File: config.mk
export PLATFORM = sky130hd
export DESIGN_NAME = stack_seq
export DESIGN_NICKNAME = d
export VERILOG_FILES = /design/src/rtl/stack_seq_pkg.sv /design/src/rtl/stack_seq_addr.sv /design/src/rtl/stack_seq_ptrs.sv /design/src/rtl/stack_seq_ctrl.sv /design/src/rtl/stack_seq.sv
export SDC_FILE = /design/constraint.sdc
export NUM_CORES = 1
export LEC_CHECK = 0
export BUFFER_PORTS_ARGS = -buffer_cell sky130_fd_sc_hd__buf_2
export CORE_MARGIN = 2
export CORE_UTILIZATION = 25
export DETAILED_ROUTE_END_ITERATION = 8
export GPL_TIMING_DRIVEN = 1
export PLACE_DENSITY = 0.43
export SLEW_MARGIN = 20
export SYNTH_ARGS = -nofsm -noshare
export SYNTH_HDL_FRONTEND = slang
export SYNTH_HIERARCHICAL = 1
export SYNTH_SLANG_ARGS = --single-unit
File: constraint.sdc
create_clock -name clk -period 3.6 [get_ports clk]
set_input_delay 0.72 -clock clk [delete_from_list [all_inputs] [get_ports clk]]
set_output_delay 0.72 -clock clk [all_outputs]
set_load 0.02 [all_outputs]
File: src/rtl/stack_seq_pkg.sv
package stack_seq_pkg;

    parameter int STK_AW = 16;
    parameter int STK_BW = 8;

    typedef enum logic [2:0] {
        OP_PUSH_B  = 3'd0,
        OP_PUSH_W  = 3'd1,
        OP_POP_B   = 3'd2,
        OP_POP_W   = 3'd3,
        OP_FETCH_B = 3'd4,
        OP_FETCH_W = 3'd5,
        OP_LOAD_SP = 3'd6,
        OP_LOAD_PC = 3'd7
    } stk_op_e;

    typedef enum logic [1:0] {
        ST_IDLE  = 2'd0,
        ST_BYTE0 = 2'd1,
        ST_BYTE1 = 2'd2
    } stk_state_e;

    typedef struct packed {
        logic [STK_AW-1:0] addr;
        logic              we;
        logic              re;
        logic [STK_BW-1:0] wdata;
    } stk_access_t;

    function automatic logic op_is_wide(stk_op_e op);
        return (op == OP_PUSH_W) || (op == OP_POP_W) || (op == OP_FETCH_W);
    endfunction

    function automatic logic op_is_load(stk_op_e op);
        return (op == OP_LOAD_SP) || (op == OP_LOAD_PC);
    endfunction

    function automatic logic op_is_read(stk_op_e op);
        return (op == OP_POP_B) || (op == OP_POP_W) ||
               (op == OP_FETCH_B) || (op == OP_FETCH_W);
    endfunction

endpackage

File: src/rtl/stack_seq_addr.sv
module stack_seq_addr
    import stack_seq_pkg::*;
#(
    parameter int AW = STK_AW
) (
    input  stk_state_e        state,
    input  stk_op_e           op,
    input  logic [2*STK_BW-1:0] data,
    input  logic [AW-1:0]     sp,
    input  logic [AW-1:0]     pc,
    output stk_access_t       acc
);
    logic          second;
    logic [AW-1:0] step;

    always_comb begin
        second = (state == ST_BYTE1);
        step   = {{(AW-1){1'b0}}, second};
        acc    = '0;
        if (state != ST_IDLE) begin
            unique case (op)
                OP_PUSH_B: begin
                    acc.addr  = sp;
                    acc.we    = 1'b1;
                    acc.wdata = data[STK_BW-1:0];
                end
                OP_PUSH_W: begin
                    acc.addr  = sp - {{(AW-1){1'b0}}, 1'b1} + step;
                    acc.we    = 1'b1;
                    acc.wdata = second ? data[STK_BW-1:0] : data[2*STK_BW-1:STK_BW];
                end
                OP_POP_B: begin
                    acc.addr = sp + {{(AW-1){1'b0}}, 1'b1};
                    acc.re   = 1'b1;
                end
                OP_POP_W: begin
                    acc.addr = sp + {{(AW-1){1'b0}}, 1'b1} + step;
                    acc.re   = 1'b1;
                end
                OP_FETCH_B: begin
                    acc.addr = pc;
                    acc.re   = 1'b1;
                end
                OP_FETCH_W: begin
                    acc.addr = pc + step;
                    acc.re   = 1'b1;
                end
                default: acc = '0;
            endcase
        end
    end
endmodule

File: src/rtl/stack_seq_ptrs.sv
module stack_seq_ptrs
    import stack_seq_pkg::*;
#(
    parameter int            AW      = STK_AW,
    parameter logic [AW-1:0] SP_INIT = '0,
    parameter logic [AW-1:0] PC_INIT = '0
) (
    input  logic          clk,
    input  logic          rst,
    input  logic          commit,
    input  stk_op_e       op,
    input  logic [AW-1:0] load_val,
    output logic [AW-1:0] sp,
    output logic [AW-1:0] pc
);
    localparam logic [AW-1:0] ONE = {{(AW-1){1'b0}}, 1'b1};
    localparam logic [AW-1:0] TWO = ONE << 1;

    logic [AW-1:0] sp_n, pc_n;

    always_comb begin
        sp_n = sp;
        pc_n = pc;
        unique case (op)
            OP_PUSH_B:  sp_n = sp - ONE;
            OP_PUSH_W:  sp_n = sp - TWO;
            OP_POP_B:   sp_n = sp + ONE;
            OP_POP_W:   sp_n = sp + TWO;
            OP_FETCH_B: pc_n = pc + ONE;
            OP_FETCH_W: pc_n = pc + TWO;
            OP_LOAD_SP: sp_n = load_val;
            OP_LOAD_PC: pc_n = load_val;
            default: ;
        endcase
    end

    always_ff @(posedge clk) begin
        if (rst) begin
            sp <= SP_INIT;
            pc <= PC_INIT;
        end else if (commit) begin
            sp <= sp_n;
            pc <= pc_n;
        end
    end
endmodule

File: src/rtl/stack_seq_ctrl.sv
module stack_seq_ctrl
    import stack_seq_pkg::*;
#(
    parameter int DW = 2*STK_BW
) (
    input  logic              clk,
    input  logic              rst,
    input  logic              req_valid,
    input  stk_op_e           req_op,
    input  logic [DW-1:0]     req_data,
    input  logic [STK_BW-1:0] mem_rdata,
    input  logic              mem_fault,
    output stk_state_e        state,
    output stk_op_e           op_q,
    output logic [DW-1:0]     data_q,
    output logic              commit,
    output stk_op_e           commit_op,
    output logic [DW-1:0]     commit_data,
    output logic              done,
    output logic              err,
    output logic [DW-1:0]     rsp_data
);
    stk_state_e        state_n;
    logic [STK_BW-1:0] hi_q;
    logic              accept, active, finish, abort;
    logic [DW-1:0]     rd_word;

    always_comb begin
        accept = req_valid && (state == ST_IDLE);
        active = (state != ST_IDLE);
        abort  = active && mem_fault;
        finish = active && !mem_fault &&
                 ((state == ST_BYTE1) || !op_is_wide(op_q));

        state_n = state;
        unique case (state)
            ST_IDLE:  if (accept && !op_is_load(req_op)) state_n = ST_BYTE0;
            ST_BYTE0: state_n = (mem_fault || !op_is_wide(op_q)) ? ST_IDLE : ST_BYTE1;
            ST_BYTE1: state_n = ST_IDLE;
            default:  state_n = ST_IDLE;
        endcase

        commit      = (accept && op_is_load(req_op)) || finish;
        commit_op   = active ? op_q : req_op;
        commit_data = active ? data_q : req_data;

        if (op_is_wide(op_q)) rd_word = {hi_q, mem_rdata};
        else                  rd_word = {{(DW-STK_BW){1'b0}}, mem_rdata};
    end

    always_ff @(posedge clk) begin
        if (rst) begin
            state    <= ST_IDLE;
            op_q     <= OP_PUSH_B;
            data_q   <= '0;
            hi_q     <= '0;
            done     <= 1'b0;
            err      <= 1'b0;
            rsp_data <= '0;
        end else begin
            state <= state_n;
            done  <= commit;
            err   <= abort;
            if (accept) begin
                op_q   <= req_op;
                data_q <= req_data;
            end
            if (state == ST_BYTE0 && !mem_fault) hi_q <= mem_rdata;
            if (commit) rsp_data <= (active && op_is_read(op_q)) ? rd_word : '0;
        end
    end
endmodule

File: src/rtl/stack_seq.sv
module stack_seq
    import stack_seq_pkg::*;
#(
    parameter int                AW      = STK_AW,
    parameter logic [AW-1:0]     SP_INIT = 16'h00F0,
    parameter logic [AW-1:0]     PC_INIT = 16'h0010
) (
    input  logic              clk,
    input  logic              rst,
    input  logic              req_valid,
    input  logic [2:0]        req_op,
    input  logic [15:0]       req_data,
    output logic              busy,
    output logic              done,
    output logic              err,
    output logic [15:0]       rsp_data,
    output logic [AW-1:0]     sp,
    output logic [AW-1:0]     pc,
    output logic [AW-1:0]     mem_addr,
    output logic              mem_we,
    output logic              mem_re,
    output logic [STK_BW-1:0] mem_wdata,
    input  logic [STK_BW-1:0] mem_rdata,
    input  logic              mem_fault
);
    stk_state_e  state;
    stk_op_e     op_q, commit_op;
    logic [15:0] data_q, commit_data;
    logic        commit;
    stk_access_t acc;

    stack_seq_ctrl #(.DW(16)) u_ctrl (
        .clk(clk), .rst(rst),
        .req_valid(req_valid), .req_op(stk_op_e'(req_op)), .req_data(req_data),
        .mem_rdata(mem_rdata), .mem_fault(mem_fault),
        .state(state), .op_q(op_q), .data_q(data_q),
        .commit(commit), .commit_op(commit_op), .commit_data(commit_data),
        .done(done), .err(err), .rsp_data(rsp_data)
    );

    stack_seq_addr #(.AW(AW)) u_addr (
        .state(state), .op(op_q), .data(data_q), .sp(sp), .pc(pc), .acc(acc)
    );

    stack_seq_ptrs #(.AW(AW), .SP_INIT(SP_INIT), .PC_INIT(PC_INIT)) u_ptrs (
        .clk(clk), .rst(rst), .commit(commit), .op(commit_op),
        .load_val(commit_data[AW-1:0]), .sp(sp), .pc(pc)
    );

    assign busy      = (state != ST_IDLE);
    assign mem_addr  = acc.addr;
    assign mem_we    = acc.we;
    assign mem_re    = acc.re;
    assign mem_wdata = acc.wdata;
endmodule

==> results.md, run 1 <==
* Min Tclk post-route at around 3500 ps
* Most used DFF post-synth: dfxtp_1
* Clk root buf: clkbuf_16
* GRT Residual Overflow at 0
* CTS tree: yes
* Global-route wire length before repair at approximately 48000 um
* Final period util at between 90 and 100%
* Final setup fails at 0
* F_max at ~290 MHz
* Pwr dens at 360 nW/um^2
* Setup crit start: u_ctrl/state[0]$_SDFFE_PP0P_
* Clk sinks at 79
* Worst path max stage delay at ~470 ps
* Slew @ Worst Pin at approximately 940 ps
* Yosys top cell by area: dfxtp_1
* Num CTS Buffers at 9
* Min-Delay Path Class: reg -> reg
* GPL Wtd Cong at just under 0.9
* Top post-synthesis cells by area: dfxtp_1, a21oi_1, nand2_1
* I/O pins at roughly 110
* Synth cell count leaders: nand2_1, a21oi_1, nor2_1
* Hold-fix buffers at CTS at 0
* Lkg Pwr at around 3.9 nW
* N_diodes at 0
* Max-cap violation count at 0
* DR DRC count at 0
* Layout fillers at roughly 3400
* Row Count at 64
* Port Buffers at ~110
* CP required at 2880 ps
* Synthesized area at just under 8000 um^2
* Worst setup path class: reg -> out
* Critical path capture point type: primary output
* Crit-path max FO at 3
* DRT Pass-1 Iters at 5
* Clk buf depth at 2
* Die height at 181 um
* Critical Path Most Common Cell: ha_4
* Skew-Pair Late Insertion Delay at 350 ps
* Starting Density at between 20% and 30%
* Critical path, cell by cell: nand2b_4 > ha_4 > ha_4 > or4b_4 > or3_4 > nor3_2 > xnor2_1 > a22oi_1 > o22ai_2 > o2bb2ai_2 > buf_4
* Routed vias/inst at approximately 5.3
* Post-Syn Instances at 1052
* GRT Util Overall at a little under a fifth
* Flops & latches, synth at 79
* Largest net degree at the start of global routing at 44
* Clk_skew at about 15 ps
* Post-DP HPWL at approximately 24000 um
* Arrival time of the worst setup path at between 2000 and 3000 ps
* Fraction of layout cells with a size suffix above 1 at between 20% and 30%
* Normalized max-slew margin at 37.2%
* Initial antenna violation count at 0
* Most common cell in the netlist: nand2_1
* Yosys top cell area share at between 20% and 30%
* Slowest CP cell: or4b_4
* WL per Instance at around 20 um
* Final hold viol count at 0
* Post-synth EDFFs at 0
* Setup_tns at 0 ps
* Tot Pwr at around 3.5 mW
* Syn Area/Cell at between 7 and 8 um^2
* Async SR Flop Fraction at 0%
* Synth warnings at 6
* Fin. max-slew vios at 0
* Syn nets at between 1000 and 1500
* Seq/Total Area, Yosys at about a fifth
* Worst hold start: u_ctrl/hi_q[0]$_SDFFE_PP0P_
* Initial DRC Count at 725
* Critical Path Start Type: flip-flop
* VDD IR max at between 0.0002 and 0.00025 V
* Outcome: finished, final reports clean
* Total core area at 30700 um^2
* Final nets at approximately 1300
* Final wirelength at 31300 um
* Worst-path clk slew at roughly 80 ps
* Routed Antenna Nets at 0
* Htree depth at 3
* Worst reg2reg startpoint: u_ctrl/state[0]$_SDFFE_PP0P_
* Die W at 181 um
* Syn-to-layout area delta at 24.3%
* DR vias at between 8000 and 9000
* Total Die Area at roughly 33000 um^2
* Number of global-route vias before repair at slightly below 8000
* Distinct cells, synth at between 80 and 90
[power by group]
part / internal, mW / switching, mW / leakage, nW
sequential: 0.918 / 0.0483 / 0.645
combinational: 0.615 / 0.923 / 3.06
clock: 0.569 / 0.433 / 0.152
total: 2.10 / 1.40 / 3.86
[worst max-delay path: cells and delay by family (launching register included)]
| kind | cells | cell delay [ps] |
|---|---|---|
| XOR/XNOR | 1 | 150 |
| adder cells (fa/ha/maj) | 2 | 270 |
| AO/OA/AOI/OAI | 3 | 450 |
| buffers and inverters | 1 | 150 |
| flip-flops | 1 | 330 |
| AND/OR/NAND/NOR | 4 | 1090 |
[cells in the final DEF, fill, tap and decap left out, types with 17 or more instances in the layout]
cell	count
buf_2	104
nand2b_1	25
nor2_1	86
mux2_2	27
ha_1	30
a21oi_1	92
xor2_1	22
dfxtp_1	68
nand2_1	124
a211oi_1	19
o22ai_1	20
buf_4	92
o21ai_0	58
mux2i_1	34
xnor2_1	37
a22oi_1	17
inv_1	23
nor3_1	22
nand3_1	22
[layout make-up]
type                            count  area, um^2  share of cell area [%]
Clock inverter                      6        75.1                   0.771
Tap cell                          396         495                    5.09
Clock buffer                       10         239                    2.46
Multi-Input combinational cell    873        5960                    61.3
Inverter                           27         101                    1.04
Timing Repair Buffer              200        1260                    13.0
Sequential cell                    79        1600                    16.4
[per-stage QoR]
stage | hold WS [ps] | setup WS [ps] | instances | cell area [um^2] | utilization (%)
after global placement | 441 | -17.7 | 1570 | 9160 | 29.8
after floorplan | 434 | -2.56 | 1052 | 7830 | -
final | 449 | 99.3 | 1591 | 9730 | 31.7
after CTS | 447 | -30.7 | 1589 | 9550 | 31.1
after global routing | 485 | -21.7 | 1591 | 9730 | 31.7
after detailed placement | 447 | 76.5 | 1570 | 9160 | 29.8
[cells by family (layout without fill, tap and decap cells)]
logic type / Yosys count / in the layout / share of synthesized area [%]
AND/OR/NAND/NOR: 390 / 390 / 25.2
AO/OA/AOI/OAI: 323 / 323 / 27.0
buffers and inverters: 100 / 243 / 6.26
flip-flops: 79 / 79 / 20.2
multiplexers: 63 / 63 / 8.49
XOR/XNOR: 60 / 60 / 6.71
adder cells (fa/ha/maj): 37 / 37 / 6.11
[path summary, 6_finish.rpt]
check / slack, ps / to / cells past startpoint
max: 100 / mem_addr[12] / 11
min: 450 / u_ctrl/rsp_data[8]$_SDFFE_PP0P_ / 2
max reg2reg: 230 / u_ptrs/sp[14]$_SDFFE_PP0P_ / 13
min reg2reg: 450 / u_ctrl/rsp_data[8]$_SDFFE_PP0P_ / 2
[layer usage]
| layer | share of wire, % | up-vias | global-route usage (%) |
|---|---|---|---|
| met3 | 5.0 | 28 | 3.00 |
| met2 | 47 | 237 | 30.5 |
| met5 | 0 | - | 0 |
| li1 | - | 4155 | - |
| met4 | 2.3 | 0 | 5.79 |
| met1 | 46 | 4062 | 24.9 |
[registers in the layout (all words and copies together) (netlist names)]
register	flops
u_ctrl/state	2
u_ctrl/hi_q	8
u_ctrl/done	1
u_ptrs/sp	16
u_ctrl/err	1
u_ctrl/rsp_data	16
u_ptrs/pc	16
u_ctrl/op_q	3
u_ctrl/data_q	16
[what timing repair did]
item,4_1_cts,5_1_grt
setup buffers,3,2
gates resized for setup,14,40
endpoints found under the setup margin,7,11
pin swaps,6,13
endpoints found under the hold margin,0,0
Power figures use the tool's default switching activity.
==> run 2, diff against run 1 <==
--- a/config.mk
+++ b/config.mk
@@ -10,7 +10,7 @@
 export CORE_UTILIZATION = 25
 export DETAILED_ROUTE_END_ITERATION = 8
 export GPL_TIMING_DRIVEN = 1
-export PLACE_DENSITY = 0.43
+export PLACE_DENSITY = 0.42
 export SLEW_MARGIN = 20
 export SYNTH_ARGS = -nofsm -noshare
 export SYNTH_HDL_FRONTEND = slang
==> results.md, run 2 (synthesis results as in run 1) <==
* Final nets at 1266 (+0.64%)
* DRT Pass-1 Iters at 6 (+1)
* Final hold viol count at 0 (unchanged)
* I/O pins at 108 (unchanged)
* Final period util at 99.8% (+2.5 points)
* Hold-fix buffers at CTS at 0 (unchanged)
* RSZ-0062 raised after global routing: true
* Pwr dens at 362 nW/um^2 (+0.59%)
* Fin. max-slew vios at 0 (unchanged)
* WL per Instance at 19.9 um (+1.1%)
* Psw at 1.41 mW (+0.32%)
* Starting Density at 25.5% (unchanged)
* Skew-Pair Late Insertion Delay at 350 ps (about the same)
* Critical path capture point type: primary output
* DR DRC count at 0 (unchanged)
* Min-Delay Path Class: reg -> reg
* Clk buf depth at 2 (unchanged)
* Fraction of layout cells with a size suffix above 1 at 26.4% (+0.49 points)
* Final wirelength at 31700 um (+1.6%)
* Layout fillers at 3371 (+0.12%)
* Seq pwr share at 27.3% (-0.3 points)
* VDD IR max at 0.000214 V (+0.84%)
* Outcome: finished, final reports clean
* Tot Pwr at 3.58 mW (+2.1%)
* Total Die Area at 32700 um^2 (unchanged)
* F_max at 278 MHz (-2.5%)
* Arrival time of the worst setup path at 2870 ps (+90 ps)
* Crit-path max FO at 5 (+2)
* Routed vias/inst at 5.28 (-0.96%)
* Clk_skew at 13.7 ps (-1.38 ps)
* Largest net degree at the start of global routing at 35 (-20%)
* GPL Wtd Cong at 0.858 (-2.0%)
* Number of global-route vias before repair at 8003 (+1.2%)
* Initial DRC Count at 773 (+6.6%)
* Die height at 181 um (unchanged)
* Critical Path Start Type: flip-flop
* Final worst slack at 8.60 ps (-90.7 ps)
* Worst reg2reg startpoint: u_ctrl/state[1]$_SDFFE_PP0P_
* Switching Fraction at 39.4% (-0.70 points)
* Min Tclk post-route at 3590 ps (+90.7 ps)
* GRT Residual Overflow at 0 (unchanged)
* Clk sinks at 79 (unchanged)
* Worst setup path class: reg -> out
* Area after DPL at 9180 um^2 (+0.25%)
* Clk network pwr share at 29.1% (+0.5 points)
* Initial antenna violation count at 0 (unchanged)
* Clk root buf: clkbuf_16
* Die W at 181 um (unchanged)
* GRT Util Overall at 18.9% (+0.30 points)
* Final instance area at 9880 um^2 (+1.5%)
* # placed instances at 1573 (+0.19%)
* Row Count at 64 (unchanged)
* Htree depth at 3 (unchanged)
* Post-DP HPWL at 24500 um (+1.7%)
* Combinational Power Share at 43.6% (-0.3 points)
* Normalized max-slew margin at 34.5% (-2.7 points)
* N_diodes at 0 (unchanged)
* Cell internal pwr at 2.17 mW (+3.3%)
* Most common cell after layout, fill and taps aside: nand2_1
* CP required at 2880 ps (about the same)
* Slew @ Worst Pin at 978 ps (+40.4 ps)
* Post-Layout Cell Count at 1599 (+0.50%)
* Syn-to-layout area delta at 26.2%
* Lkg Pwr at 3.94 nW (+2.2%)
* Final setup fails at 0 (unchanged)
* CTS tree: yes
* Global-route wire length before repair at 48400 um (+1.2%)
* Max-cap violation count at 0 (unchanged)
* Setup crit start: u_ptrs/sp[0]$_SDFFE_PP0P_
* Post-Place Setup Slack at -60.2 ps (-137 ps)
* Num CTS Buffers at 9 (unchanged)
* Worst hold start: u_ctrl/hi_q[5]$_SDFFE_PP0P_
* Worst-path clk slew at 80 ps (about the same)
* Port Buffers at 107 (unchanged)
* Routed Antenna Nets at 0 (unchanged)
* Most frequent cells in the layout: nand2_1, buf_2, buf_4, a21oi_1, nor2_1
* Total core area at 30700 um^2 (unchanged)
* DR vias at 8443 (-0.46%)
[run 2: layout make-up]
cell class	instances	area, um^2	area share [%]
Clock buffer	9	225	2.28
Tap cell	396	495	5.02
Clock inverter	7	103	1.04
Inverter	27	104	1.05
Timing Repair Buffer	208	1330	13.4
Multi-Input combinational cell	873	6030	61.1
Sequential cell	79	1590	16.1
[run 2: metal layers]
metal | vias up | global-route usage [%] | part of all wire [%] | wire length, um
li1 | 4163 | - | - | -
met1 | 3981 | 25.7 | 45 | 14300
met2 | 272 | 31.7 | 47 | 15000
met3 | 27 | 2.34 | 5.9 | 1860
met4 | 0 | 4.49 | 1.9 | 588
met5 | - | 0 | 0 | 0
[run 2: worst max-delay path, cell delays in order (launching register included)]
cell and delay [ps]:
dfxtp_4 360, buf_6 120, inv_4 40, ha_4 130, ha_4 130, or4b_4 460, buf_4 170, nor4_1 330
xnor2_1 120, nor2_1 100, a21oi_1 50, mux2i_1 170, o2bb2ai_1 140, buf_2 190
[run 2: per-stage QoR]
| stage | hold WS [ps] | utilization [%] | setup TNS, ps |
|---|---|---|---|
| 2_1_floorplan | 434 | - | -2.56 |
| 3_3_place_gp | 442 | 29.9 | 0 |
| 3_5_place_dp | 446 | 29.9 | -60.2 |
| 4_1_cts | 456 | 31.4 | -81.6 |
| 5_1_grt | 470 | 32.1 | -350 |
| 6_report | 448 | 32.1 | 0 |
[run 2: power by group through the flow]
| stage | clock network, mW | registers, mW | logic (mW) |
|---|---|---|---|
| 2_1_floorplan | 0 | 1.02 | 0.944 |
| 3_3_place_gp | 0 | 0.994 | 1.49 |
| 3_5_place_dp | 0 | 0.993 | 1.48 |
| 4_1_cts | 1.08 | 0.974 | 1.51 |
| 5_1_grt | 1.11 | 0.983 | 1.70 |
| 6_report | 1.04 | 0.977 | 1.56 |
[run 2: timing repair]
item / 4_1_cts / 5_1_grt
setup endpoints to repair: 7 / 11
setup buffers: 7 / 3
pin swaps: 11 / 15
gates resized for setup: 24 / 40
[run 2: path summary, 6_finish.rpt]
check | endpoint | slack, ps | cells past startpoint
max reg2reg | u_ptrs/sp[14]$_SDFFE_PP0P_ | 240 | 14
min reg2reg | u_ctrl/rsp_data[13]$_SDFFE_PP0P_ | 450 | 2
max | mem_addr[10] | 9 | 13
min | u_ctrl/rsp_data[13]$_SDFFE_PP0P_ | 450 | 2
==> run 3, diff against run 2 <==
--- a/config.mk
+++ b/config.mk
@@ -10,6 +10,7 @@
 export CORE_UTILIZATION = 25
 export DETAILED_ROUTE_END_ITERATION = 8
 export GPL_TIMING_DRIVEN = 1
+export MAX_ROUTING_LAYER = met4
 export PLACE_DENSITY = 0.42
 export SLEW_MARGIN = 20
 export SYNTH_ARGS = -nofsm -noshare
==> results.md, run 3 (synthesis results as in run 1) <==
* Critical path capture point type: primary output
* Most common cell after layout, fill and taps aside: nand2_1
* Routed vias/inst at 5.30 (+0.33%)
* Pwr dens at 362 nW/um^2 (about the same)
* Clk buf depth at 2 (unchanged)
* DRT Pass-1 Iters at 5 (-1)
* Tot Pwr at 3.58 mW (about the same)
* Slowest CP cell: or4b_4
* Worst path max stage delay at 460 ps (about the same)
* Worst reg2reg startpoint: u_ctrl/state[1]$_SDFFE_PP0P_
* VDD IR max at 0.000216 V (+0.84%)
* Post-DP HPWL at 24500 um (unchanged)
* Outcome: finished, final reports clean
* Worst setup path class: reg -> out
* Max-cap violation count at 0 (unchanged)
* Largest net degree at the start of global routing at 35 (unchanged)
* Critical Path Start Type: flip-flop
* Number of global-route vias before repair at 8010 (+0.087%)
* Final wirelength at 31700 um (-0.19%)
* Worst-path clk slew at 80 ps (about the same)
* Routed Antenna Nets at 0 (unchanged)
* Starting Density at 25.5% (unchanged)
* Critical Path Most Common Cell: ha_4
* Syn-to-layout area delta at 26.3% (about the same)
* Worst hold start: u_ctrl/hi_q[5]$_SDFFE_PP0P_
* Fin. max-slew vios at 0 (unchanged)
* RSZ-0062 raised after global routing: true
* Worst hold slack at 449 ps (+0.412 ps)
* CP required at 2880 ps (about the same)
* GRT Residual Overflow at 0 (unchanged)
* WHS Endpoint: u_ctrl/rsp_data[13]$_SDFFE_PP0P_
* Cells on worst reg2reg path at 14 (unchanged)
* Total Die Area at 32700 um^2 (unchanged)
* Slew @ Worst Pin at 961 ps (-17.2 ps)
* Normalized max-slew margin at 35.7% (+1.2 points)
* Num CTS Buffers at 9 (unchanged)
* Final setup fails at 0 (unchanged)
* Fraction of layout cells with a size suffix above 1 at 26.4% (+0.061 points)
* WL per Instance at 19.8 um (-0.25%)
* Global-route wire length before repair at 48500 um (+0.16%)
* Setup_tns at 0 ps (unchanged)
* Post-Layout Cell Count at 1600 (+0.063%)
* Layout Utilization at 32.2% (about the same)
* Skew-Pair Late Insertion Delay at 350 ps (about the same)
* Port Buffers at 107 (unchanged)
* CTS tree: yes
* Most frequent cells in the layout: nand2_1, buf_2, buf_4, a21oi_1, nor2_1
* DR DRC count at 0 (unchanged)
* Die W at 181 um (unchanged)
* Clk sinks at 79 (unchanged)
* Min-Delay Path Depth at 2 (unchanged)
* Initial antenna violation count at 0 (unchanged)
* F_max at 278 MHz (-0.21%)
* Die height at 181 um (unchanged)
* Htree depth at 3 (unchanged)
* Reg2reg end: u_ptrs/sp[14]$_SDFFE_PP0P_
* GPL Wtd Cong at 0.872 (+1.6%)
* Worst path depth at 12 (-1)
* Arrival time of the worst setup path at 2880 ps (about the same)
* Lkg Pwr at 3.95 nW (+0.11%)
* R2R Setup Slk at 230 ps (about the same)
* Final nets at 1267 (+0.079%)
* Crit-path leading delay family: simple AND/OR/NAND/NOR gates
* DR vias at 8476 (+0.39%)
* I/O pins at 108 (unchanged)
* Crit-path max FO at 3 (-2)
* Total core area at 30700 um^2 (unchanged)
* Row Count at 64 (unchanged)
* Initial DRC Count at 824 (+6.6%)
* Final hold viol count at 0 (unchanged)
* Min Tclk post-route at 3600 ps (+7.51 ps)
* GRT Util Overall at 19.4% (+0.57 points)
* Crit path buffers/inverters at 3 (-1)
* Critical path, cell by cell: buf_6 > inv_4 > ha_4 > ha_4 > or4b_4 > or3_4 > nor3_4 > xnor2_2 > a22oi_1 > o22ai_1 > o2bb2ai_1 > buf_4
* Final period util at 100% (+0.21 points)
* Clk root buf: clkbuf_16
* Min-Delay Path Class: reg -> reg
* Clk_skew at 16.1 ps (+2.46 ps)
* N_diodes at 0 (unchanged)
* # placed instances at 1573 (unchanged)
run 3: cell count changes in the layout (fill, tap and decap cells not counted):
cell and delta:
buf_4 +1
run 3: worst reg2reg max path, stage by stage (launching register included):
cell,delay [ps]
dfxtp_1,340
buf_4,180
nor2_4,150
mux2_2,390
nand2b_1,180
nor2_2,130
inv_2,80
buf_4,190
ha_1,260
a2111oi_1,410
o21ai_1,190
a311oi_2,330
nor3_1,120
xnor2_1,150
o31ai_1,190
run 3: metal layers:
| metal | track usage, % | vias to the layer above | share of wire (%) | routed length, um |
|---|---|---|---|---|
| met1 | 25.7 | 4036 | 46 | 14700 |
| met2 | 31.7 | 242 | 47 | 14900 |
| met5 | - | - | 0 | 0 |
| li1 | - | 4172 | - | - |
| met3 | 2.30 | 26 | 4.7 | 1480 |
| met4 | 4.49 | 0 | 1.9 | 599 |
run 3: final cells by class:
cell class	instances	area, um^2
clock buffers	9	225
flip-flops and latches	79	1590
clock inverters	7	103
fillers	3370	20900
repair buffers	209	1330
multi-input cells	873	6030
well taps	396	495
inverters	27	104
run 3: worst max-delay path by stage:
stage / startpoint / to
6_report: u_ptrs/sp[0]$_SDFFE_PP0P_ / mem_addr[12]
2_1_floorplan: u_ctrl/state[1]$_SDFFE_PP0P_ / u_ptrs/sp[15]$_SDFFE_PP0P_
4_1_cts: u_ctrl/state[0]$_SDFFE_PP0P_ / mem_addr[14]
3_3_place_gp: req_op[0] / u_ptrs/sp[14]$_SDFFE_PP0P_
5_1_grt: u_ptrs/sp[0]$_SDFFE_PP0P_ / mem_addr[10]
3_5_place_dp: req_op[0] / u_ptrs/sp[14]$_SDFFE_PP0P_
run 3: repair_timing:
action / CTS / global route
hold buffers: 0 / 0
gates resized for setup: 24 / 40
endpoints found under the setup margin: 7 / 11
pin swaps: 11 / 15
gates cloned: 0 / 0
setup buffers: 7 / 4
run 3: power breakdown:
part	internal, mW	switching, mW
clock network	0.618	0.427
logic	0.635	0.925
registers	0.917	0.0588
run 3: metrics by stage:
stage          setup WS, ps  instance area (um^2)
6_report               1.08                  9890
5_1_grt                -116                  9890
4_1_cts               -41.0                  9660
3_5_place_dp          -60.2                  9180
3_3_place_gp            121                  9180
2_1_floorplan         -2.56                  7830
